File: src/rtl/vram_bank_map.sv
module vram_bank_map #(
  parameter int BANKS   = 9,
  parameter int SPACE_W = 4,
  parameter int SLOT_W  = 6
) (
  input  logic               clk,
  input  logic               rst_n,
  input  logic               cfg_we,
  input  logic [3:0]         cfg_sel,
  input  logic [7:0]         cfg_data,
  input  logic [SPACE_W-1:0] lk_space,
  input  logic [SLOT_W-1:0]  lk_slot,
  output logic               lk_hit,
  output logic [3:0]         lk_bank,
  output logic [SLOT_W-1:0]  lk_offset,
  output logic [BANKS-1:0]   lk_mask
);
  localparam logic [SPACE_W-1:0] SP_CPU = 0, SP_ABG = 1, SP_AOBJ = 2, SP_BBG = 3,
    SP_BOBJ = 4, SP_SUB = 5, SP_ABGX = 6, SP_BBGX = 7, SP_AOBJX = 8, SP_BOBJX = 9,
    SP_TEX = 10, SP_TEXP = 11;

  typedef struct packed {
    logic               ok;
    logic [SPACE_W-1:0] sp;
    logic [SLOT_W-1:0]  st;
    logic [SLOT_W:0]    lim;
    logic [SLOT_W-1:0]  msk;
    logic [3:0]         sz;
  } claim_t;

  function automatic claim_t mk(input logic [SPACE_W-1:0] sp, input logic [SLOT_W-1:0] st,
                                input logic [SLOT_W:0] lim, input logic [SLOT_W-1:0] msk,
                                input logic [3:0] sz);
    return {1'b1, sp, st, lim, msk, sz};
  endfunction

  function automatic logic [SLOT_W-1:0] cpu_base(input logic [3:0] b);
    case (b)
      4'd0: return 6'd0;
      4'd1: return 6'd8;
      4'd2: return 6'd16;
      4'd3: return 6'd24;
      4'd4: return 6'd32;
      4'd5: return 6'd36;
      4'd6: return 6'd37;
      4'd7: return 6'd38;
      default: return 6'd40;
    endcase
  endfunction

  function automatic logic [3:0] bank_slots(input logic [3:0] b);
    case (b)
      4'd0, 4'd1, 4'd2, 4'd3: return 4'd8;
      4'd4: return 4'd4;
      4'd7: return 4'd2;
      default: return 4'd1;
    endcase
  endfunction

  function automatic claim_t decode(input logic [3:0] b, input logic [7:0] r);
    claim_t c;
    logic [1:0] o;
    logic [SLOT_W-1:0] ad, fg, xp;
    c  = '0;
    o  = r[4:3];
    ad = {1'b0, o, 3'b000};
    fg = {3'b000, o[1], 1'b0, o[0]};
    xp = {4'b0000, o[0], 1'b0};
    if (r[7]) begin
      if (r[2:0] == 3'd0) c = mk(SP_CPU, cpu_base(b), 7'd64, 6'd63, bank_slots(b));
      else case (b)
        4'd0, 4'd1:
          case (r[2:0])
            3'd1: c = mk(SP_ABG, ad, 7'd32, 6'd31, 4'd8);
            3'd2: if (!o[1]) c = mk(SP_AOBJ, ad, 7'd32, 6'd15, 4'd8);
            3'd3: c = mk(SP_TEX, {4'b0, o}, {5'b0, o} + 7'd1, 6'd63, 4'd1);
            default: ;
          endcase
        4'd2, 4'd3:
          case (r[2:0])
            3'd1: c = mk(SP_ABG, ad, 7'd32, 6'd31, 4'd8);
            3'd2: if (!o[1]) c = mk(SP_SUB, ad, 7'd16, 6'd63, 4'd8);
            3'd3: c = mk(SP_TEX, {4'b0, o}, {5'b0, o} + 7'd1, 6'd63, 4'd1);
            3'd4: c = mk((b == 4'd2) ? SP_BBG : SP_BOBJ, 6'd0, 7'd32, 6'd7, 4'd8);
            default: ;
          endcase
        4'd4:
          case (r[2:0])
            3'd1: c = mk(SP_ABG, 6'd0, 7'd32, 6'd31, 4'd4);
            3'd2: c = mk(SP_AOBJ, 6'd0, 7'd32, 6'd15, 4'd4);
            3'd3: c = mk(SP_TEXP, 6'd0, 7'd4, 6'd63, 4'd4);
            3'd4: c = mk(SP_ABGX, 6'd0, 7'd4, 6'd63, 4'd4);
            default: ;
          endcase
        4'd5, 4'd6:
          case (r[2:0])
            3'd1: c = mk(SP_ABG, fg, 7'd32, 6'd31, 4'd1);
            3'd2: c = mk(SP_AOBJ, fg, 7'd32, 6'd15, 4'd1);
            3'd3: c = mk(SP_TEXP, fg, {1'b0, fg} + 7'd1, 6'd63, 4'd1);
            3'd4: c = mk(SP_ABGX, xp, {1'b0, xp} + 7'd2, 6'd63, 4'd2);
            3'd5: c = mk(SP_AOBJX, 6'd0, 7'd1, 6'd63, 4'd1);
            default: ;
          endcase
        4'd7:
          case (r[2:0])
            3'd1: c = mk(SP_BBG, 6'd0, 7'd32, 6'd3, 4'd2);
            3'd2: c = mk(SP_BBGX, 6'd0, 7'd4, 6'd63, 4'd4);
            default: ;
          endcase
        default:
          case (r[2:0])
            3'd1: c = mk(SP_BBG, 6'd2, 7'd32, 6'd3, 4'd1);
            3'd2: c = mk(SP_BOBJ, 6'd0, 7'd32, 6'd0, 4'd1);
            3'd3: c = mk(SP_BOBJX, 6'd0, 7'd1, 6'd63, 4'd1);
            default: ;
          endcase
      endcase
    end
    return c;
  endfunction

  logic [7:0]        cfg_q [BANKS];
  logic [BANKS-1:0]  own;
  logic [SLOT_W-1:0] rel [BANKS];

  always_ff @(posedge clk) begin
    if (!rst_n) begin
      for (int i = 0; i < BANKS; i++) cfg_q[i] <= '0;
    end else if (cfg_we && cfg_sel < 4'(BANKS)) begin
      cfg_q[cfg_sel] <= cfg_data;
    end
  end

  for (genvar g = 0; g < BANKS; g++) begin : g_bank
    claim_t            c;
    logic [SLOT_W-1:0] d;
    assign c = decode(4'(g), cfg_q[g]);
    assign d = lk_slot - c.st;
    assign own[g] = c.ok && (lk_space == c.sp) && (lk_slot >= c.st) &&
                    ({1'b0, lk_slot} < c.lim) && ((d & c.msk) < {2'b00, c.sz});
    assign rel[g] = d & c.msk;
  end

  always_comb begin
    lk_bank   = '0;
    lk_offset = '0;
    for (int i = BANKS - 1; i >= 0; i--) begin
      if (own[i]) begin
        lk_bank   = 4'(i);
        lk_offset = rel[i];
      end
    end
  end

  assign lk_mask = own;
  assign lk_hit  = |own;
endmodule


File: config.mk
export PLATFORM = sky130hd
export DESIGN_NAME = vram_bank_map
export DESIGN_NICKNAME = d
export VERILOG_FILES = /design/src/rtl/vram_bank_map.sv
export SDC_FILE = /design/constraint.sdc
export NUM_CORES = 1
export LEC_CHECK = 0
export ABC_AREA = 1
export BUFFER_PORTS_ARGS = -buffer_cell sky130_fd_sc_hd__buf_2
export CORE_MARGIN = 4
export CORE_UTILIZATION = 50
export DETAILED_ROUTE_END_ITERATION = 16
export PLACE_DENSITY = 0.68
export SLEW_MARGIN = 40
export SYNTH_ARGS = -nofsm -noshare
export SYNTH_HDL_FRONTEND = slang
export SYNTH_SLANG_ARGS = --single-unit
File: constraint.sdc
create_clock -name clk -period 7.5 [get_ports clk]
set_clock_uncertainty 0.1 [all_clocks]
set_input_delay 2.25 -clock clk [delete_from_list [all_inputs] [get_ports clk]]
set_output_delay 2.25 -clock clk [all_outputs]
set_load 0.02 [all_outputs]
---- After elaboration in Yosys (flattened, before gate mapping) ----
Memories as Yosys holds them, arrays and structs flattened.
Index checks and enable logic that the tools add are counted.
W data, S select, Z words.
storage, ports and cells
  register bits after elaboration ......... 0
  bits in latches ......................... 0
  memory bits (writable) .................. 72
  bits in read-only memories .............. 0
  input port bits ......................... 25
  output and inout bits ................... 20
  logic and storage cells ................. 201
  memories kept ........................... 1
memories
  name   depth  width  read ports  clocked after Yosys merged registers in  wr ports  line  source
  cfg_q  9      8      9           0                                        9         122   logic [7:0] cfg_q [BANKS];
cells by class
  $add $sub $neg .......................... 17
  multipliers ............................. 0
  div/mod/pow operators ................... 0
  $lt $le $gt $ge ......................... 28
  equality and inequality tests ........... 42
  shift operators ......................... 0
  muxes and demuxes ....................... 56
  bitwise operators ....................... 9
  reductions and logical operators ........ 48
operators with widths
  kind                   number
  $mux W28               22
  $pmux W28 S4           3
  $pmux W28 S5           2
  $pmux W28 S3           3
  $lt A6 B7 Y1           9
  $pmux W28 S2           1
  $and A6 B6 Y6          9
  $ge A6 B6 Y1           9
  $lt A6 B4 Y1           9
  $mux W6                9
  $sub A6 B6 Y6          9
  $eq A3 B2 Y1 const B   17
  $mux W4                10
  $logic_and A1 B1 Y1    37
  $eq A4 B4 Y1           9
  $eq A3 B1 Y1 const B   9
  $logic_not A3 Y1       9
  $eq A3 B3 Y1 const B   7
  $add A2 B1 Y3 const B  4
  $reduce_or A9 Y1       1
  $add A3 B1 Y4 const B  2
  $mux W8                1
  $reduce_or A8 Y1       1
  $add A2 B2 Y3 const B  2
  2 further kinds        6

---- Depth between registers and ports, before layout ----
  depth after elaboration ................. 18
  depth in mapped cells ................... 29
  depth with buffers taken out ............ 28

---- Least setup slack after synthesis ----
OpenSTA, ideal clock, no wires.
  path type ............................... input -> output
  start point ............................. in lk_slot[0]
  end point ............................... out lk_bank[2]
  arrival time ............................ 4.906 ns
  required time ........................... 5.150 ns
  setup slack ............................. 0.244 ns
  cell stages on the path ................. 19
  path buffers ............................ 0
  cell sequence ........................... inv_1 ha_1 inv_1 fa_1 inv_1 nor2_1 ha_1 nor2_1 nand2_1 nor2_1 nand3_1 nor2_1 nand3_1 nor2_1 nand2_2 inv_1 or2_1 nor3_2 nor3_1
between the ends
  elaborated cells between the ends (all ways) .. 72
  those cells by class .................... add/sub: 8; order compare: 24; mux: 8; bitwise: 8; reduce/logical: 24
RTL lines
  what                                                  line      source
  from (decl)                                           12        input logic [SLOT_W-1:0] lk_slot,
  $sub A6 B6 Y6 or $ge A6 B6 Y1 (tied branches)         138, 139
  $and A6 B6 Y6 or $logic_and A1 B1 Y1 (tied branches)  140, 139
  $lt A6 B4 Y1 or $logic_and A1 B1 Y1 (tied branches)   140, 139
  $logic_and A1 B1 Y1 (*)                               140       ({1'b0, lk_slot} < c.lim) && ((d & c.msk) < {2'b00, c.sz});
  named net lk_mask[6]                                  16        output logic [BANKS-1:0] lk_mask
  $mux W4 (*) (7 in a row)                              148       if (own[i]) begin
  to (decl)                                             14        output logic [3:0] lk_bank,
Mark *: on every way through the listed nets, which the timed path passes. The rest lies on a longest branch.

---- Worst setup path after layout ----
  start point ............................. in lk_slot[1]
  end point ............................... out lk_offset[3]
between the ends
  longest elaborated chain between the ends .. 13
  elaborated cells between the ends (all ways) .. 81
  those cells by class .................... add/sub: 9; order compare: 27; mux: 9; bitwise: 9; reduce/logical: 27
ends and longest elaborated chain
  what                                                  line           source
  $sub A6 B6 Y6 or $ge A6 B6 Y1 (tied branches)         138, 139
  $and A6 B6 Y6 or $logic_and A1 B1 Y1 (tied branches)  140, 141, 139
  $lt A6 B4 Y1 or $logic_and A1 B1 Y1 (tied branches)   140, 139
  $logic_and A1 B1 Y1                                   140
  $mux W6 (8 in a row)                                  148
  $mux W6 (*)                                           148
  to (decl)                                             15             output logic [SLOT_W-1:0] lk_offset,
Every way passes the cells marked *; elsewhere a longest branch is shown, timed or not.

==> results.sh <==
export IMPL_status="completed"
export IMPL_ys_types=54
export IMPL_post_route_util_pct=56.3
export IMPL_place_gp_congestion=0.909
export IMPL_syn2layout_area_growth_pct=10.4
export IMPL_start_util_pct=51.0
export IMPL_endpoint="lk_offset[3]"
export IMPL_seq_area_frac_synth_pct=21.3
export IMPL_track_usage_pct=24.9
export IMPL_cts_root_buffer="clkbuf_16"
export IMPL_dr_first_iter_drc_count=585
export IMPL_criticalPathCategory="input pin to primary output"
export IMPL_cts_tree="done"
export IMPL_dpl_hpwl_um=16100
export IMPL_avgSynthCellArea_sq_um=6.45
export IMPL_die_y_um=124
export IMPL_largest_register_ff_count=48
export IMPL_io_pins=45
export IMPL_leakage_nw=3.69
export IMPL_synth_flop_cell="edfxtp_1"
export IMPL_timing_final_hold_violations=0
export IMPL_wl_per_cell_um=15.3
export IMPL_synth_cells=1048
export IMPL_ys_ff_latch=48
export IMPL_worstSetupEndpointType="primary output"
export IMPL_cp_start_kind="input pin"
export IMPL_startpoint="lk_slot[1]"
export IMPL_cp_max_fo=14
export IMPL_stdcell_area_sq_um=7460
export IMPL_grt_start_max_net_pins=17
export IMPL_drive_gt1_share_pct=13.7
export IMPL_regMostFlops="cfg_q"
export IMPL_slew_headroom_pct=62.9
export IMPL_fmax_mhz=136
export IMPL_die_area_sq_um=15400
export IMPL_remaining_drc_errors=0
export IMPL_firstDrtPassIters=5
export IMPL_maxCapViolations=0
export IMPL_ir_drop_mv=0.129
export IMPL_hold_slack_ps=2300
export IMPL_worstPathRequired_ps=5150
export IMPL_die_w_um=124
export IMPL_rsz0062_at_grt="yes"
export IMPL_grt_pass1_wl_um=31500
export IMPL_drv_slew=0
export IMPL_numCtsBuffers=5
export IMPL_nFillCells=1345
export IMPL_coreArea_sq_um=13200
export IMPL_antenna_found_initial=0
export IMPL_cellPowerDensity_nw_per_um2=109
export IMPL_nets=1211
export IMPL_clkSlewWorstSetupHoldPaths_ps=60
export IMPL_power_mw=0.816
export IMPL_stdcell_count=1280
export IMPL_final_setup_viol_count=0
export IMPL_min_path_type="input pin to register"
export IMPL_period_share_pct=97.8
export IMPL_clkSinkCount=48
export IMPL_dp_cells=1269
export IMPL_gr_total_overflow=0
export IMPL_min_period_ps=7330
export IMPL_avgViaCountPerCell=5.42
export IMPL_post_dp_cell_area_sq_um=7240
export IMPL_first_global_vias=6022
export IMPL_num_vias=6935
export IMPL_numPortBuffers=40
export IMPL_ys_warnings_count=0
export IMPL_synth_edf_count=48
export IMPL_multiInputGateArea_sq_um=4680
export IMPL_largest_registers="cfg_q x48"
export IMPL_diodes=0
export IMPL_ctsLongestPathBuffers=2
export IMPL_final_seq_area_sq_um=1440
export IMPL_final_antenna_net_count=0
export IMPL_synth_async_reset_ratio_pct=0
export IMPL_htreeDepth=2
export IMPL_syn_area_sq_um=6760
export IMPL_wl_um=19500
export IMPL_fp_row_count=42
export IMPL_crit_arrival_ps=4980
export IMPL_tightest_slew_ps=557
-- synthesized netlist by cell type, types with 3 or more instances --
library cell / count / area [sq um]
xor2_1: 12 / 105
nand3_2: 3 / 30.0
a21oi_2: 5 / 43.8
nand2_1: 260 / 976
o2111ai_1: 3 / 26.3
clkinv_1: 7 / 26.3
ha_1: 76 / 951
nor3_1: 13 / 65.1
nor2_4: 4 / 45.0
nor2_1: 167 / 627
nand3_1: 68 / 340
o21ai_1: 7 / 35.0
inv_1: 131 / 492
nand2_2: 10 / 62.6
or2_1: 3 / 18.8
edfxtp_1: 48 / 1440
o22ai_1: 4 / 25.0
nand3b_1: 4 / 30.0
buf_4: 5 / 37.5
nand4_1: 26 / 163
a21oi_1: 57 / 285
a31oi_1: 3 / 18.8
o211ai_1: 3 / 22.5
inv_2: 19 / 71.3
o21ai_0: 47 / 235
buf_2: 5 / 25.0
or2_2: 7 / 43.8
fa_1: 7 / 140
nor2_2: 12 / 75.1
-- cell type report --
type                    instances  area share (%)
multi-input cells             829            62.7
flip-flops and latches         48            19.3
clock inverters                 1          0.0503
inverters                     159            8.12
clock buffers                   7            1.78
well taps                     176            2.95
repair buffers                 60            5.05
-- critical path, cell delays in order --
cell and delay [ps]:
buf_4 150, buf_12 160, ha_1 310, a211o_1 320
o21ai_0 160, a21oi_1 90, ha_1 210, nor3_1 200
o2111ai_1 150, nor2_1 190, nand3_4 170, inv_2 100
nand2_1 70, nand2_1 70, inv_1 50, a21oi_2 150
buf_2 180
-- routing by layer --
layer / up-vias / GRT usage, % / part of all wire [%]
met5: - / 0 / 0
met4: 0 / 5.67 / 1.5
met3: 24 / 1.80 / 6.3
met2: 237 / 38.7 / 43
met1: 3125 / 37.8 / 49
li1: 3549 / - / -
-- cells by family after synthesis --
group,Yosys count,share of synthesized area [%]
AO/OA/AOI/OAI,144,12.3
XOR/XNOR,14,1.82
adder cells (fa/ha/maj),83,16.2
buffers and inverters,172,10.1
flip-flops,48,21.3
other,1,0.0555
AND/OR/NAND/NOR,586,38.3
-- timing repair --
item | in CTS | in global routing
hold buffers | 0 | 0
buffers inserted | 0 | 3
setup endpoints to repair | 0 | 9
gates resized for setup | 0 | 25
-- worst min path at each step --
stage | start | to | slack (ps) | cells past startpoint
2_1_floorplan | cfg_data[3] | cfg_q[0][3] | 2420 | 2
3_3_place_gp | cfg_sel[3] | cfg_q[8][7] | 2580 | 3
3_5_place_dp | cfg_sel[3] | cfg_q[8][0] | 2590 | 3
4_1_cts | cfg_sel[3] | cfg_q[8][0] | 2310 | 3
5_1_grt | cfg_data[4] | cfg_q[6][4] | 2330 | 3
6_report | cfg_sel[3] | cfg_q[8][0] | 2300 | 3
-- power breakdown --
part / switching, mW / internal [mW]
Sequential: 0.0229 / 0.311
Combinational: 0.182 / 0.0941
Clock: 0.0839 / 0.123
Total: 0.288 / 0.528
-- cell usage in the layout, fill, tap and decap left out, types with 2 or more instances in the layout --
cell / n
o21a_1: 2
ha_1: 74
clkbuf_1: 2
o2111ai_1: 3
buf_2: 36
edfxtp_1: 48
a21oi_1: 57
fa_1: 7
inv_1: 125
nor3_1: 12
a21oi_2: 5
nand4_1: 26
nand2_1: 260
nor2_1: 165
o211ai_1: 3
nand3_1: 67
o21ai_1: 7
xor2_1: 12
o31ai_1: 2
o21ai_2: 2
conb_1: 2
nor2_2: 13
xnor2_1: 2
nor2_4: 5
clkinv_1: 7
clkbuf_16: 5
or2_2: 7
o21ai_0: 47
or2_1: 3
o311ai_1: 2
inv_2: 24
nand3b_1: 4
buf_4: 22
o22ai_1: 4
nand3_4: 3
nor3_2: 3
inv_4: 3
nand3_2: 3
nand2_2: 10
a31oi_1: 3
-- through the flow --
| stage | TNS, ps | setup WS (ps) |
|---|---|---|
| after floorplan | 0 | 244 |
| after global placement | 0 | 94.7 |
| after detailed placement | 0 | 67.7 |
| after CTS | 0 | 44.6 |
| after global routing | -63.6 | -37.5 |
| final | 0 | 168 |
(Power assumes the default switching activity.)
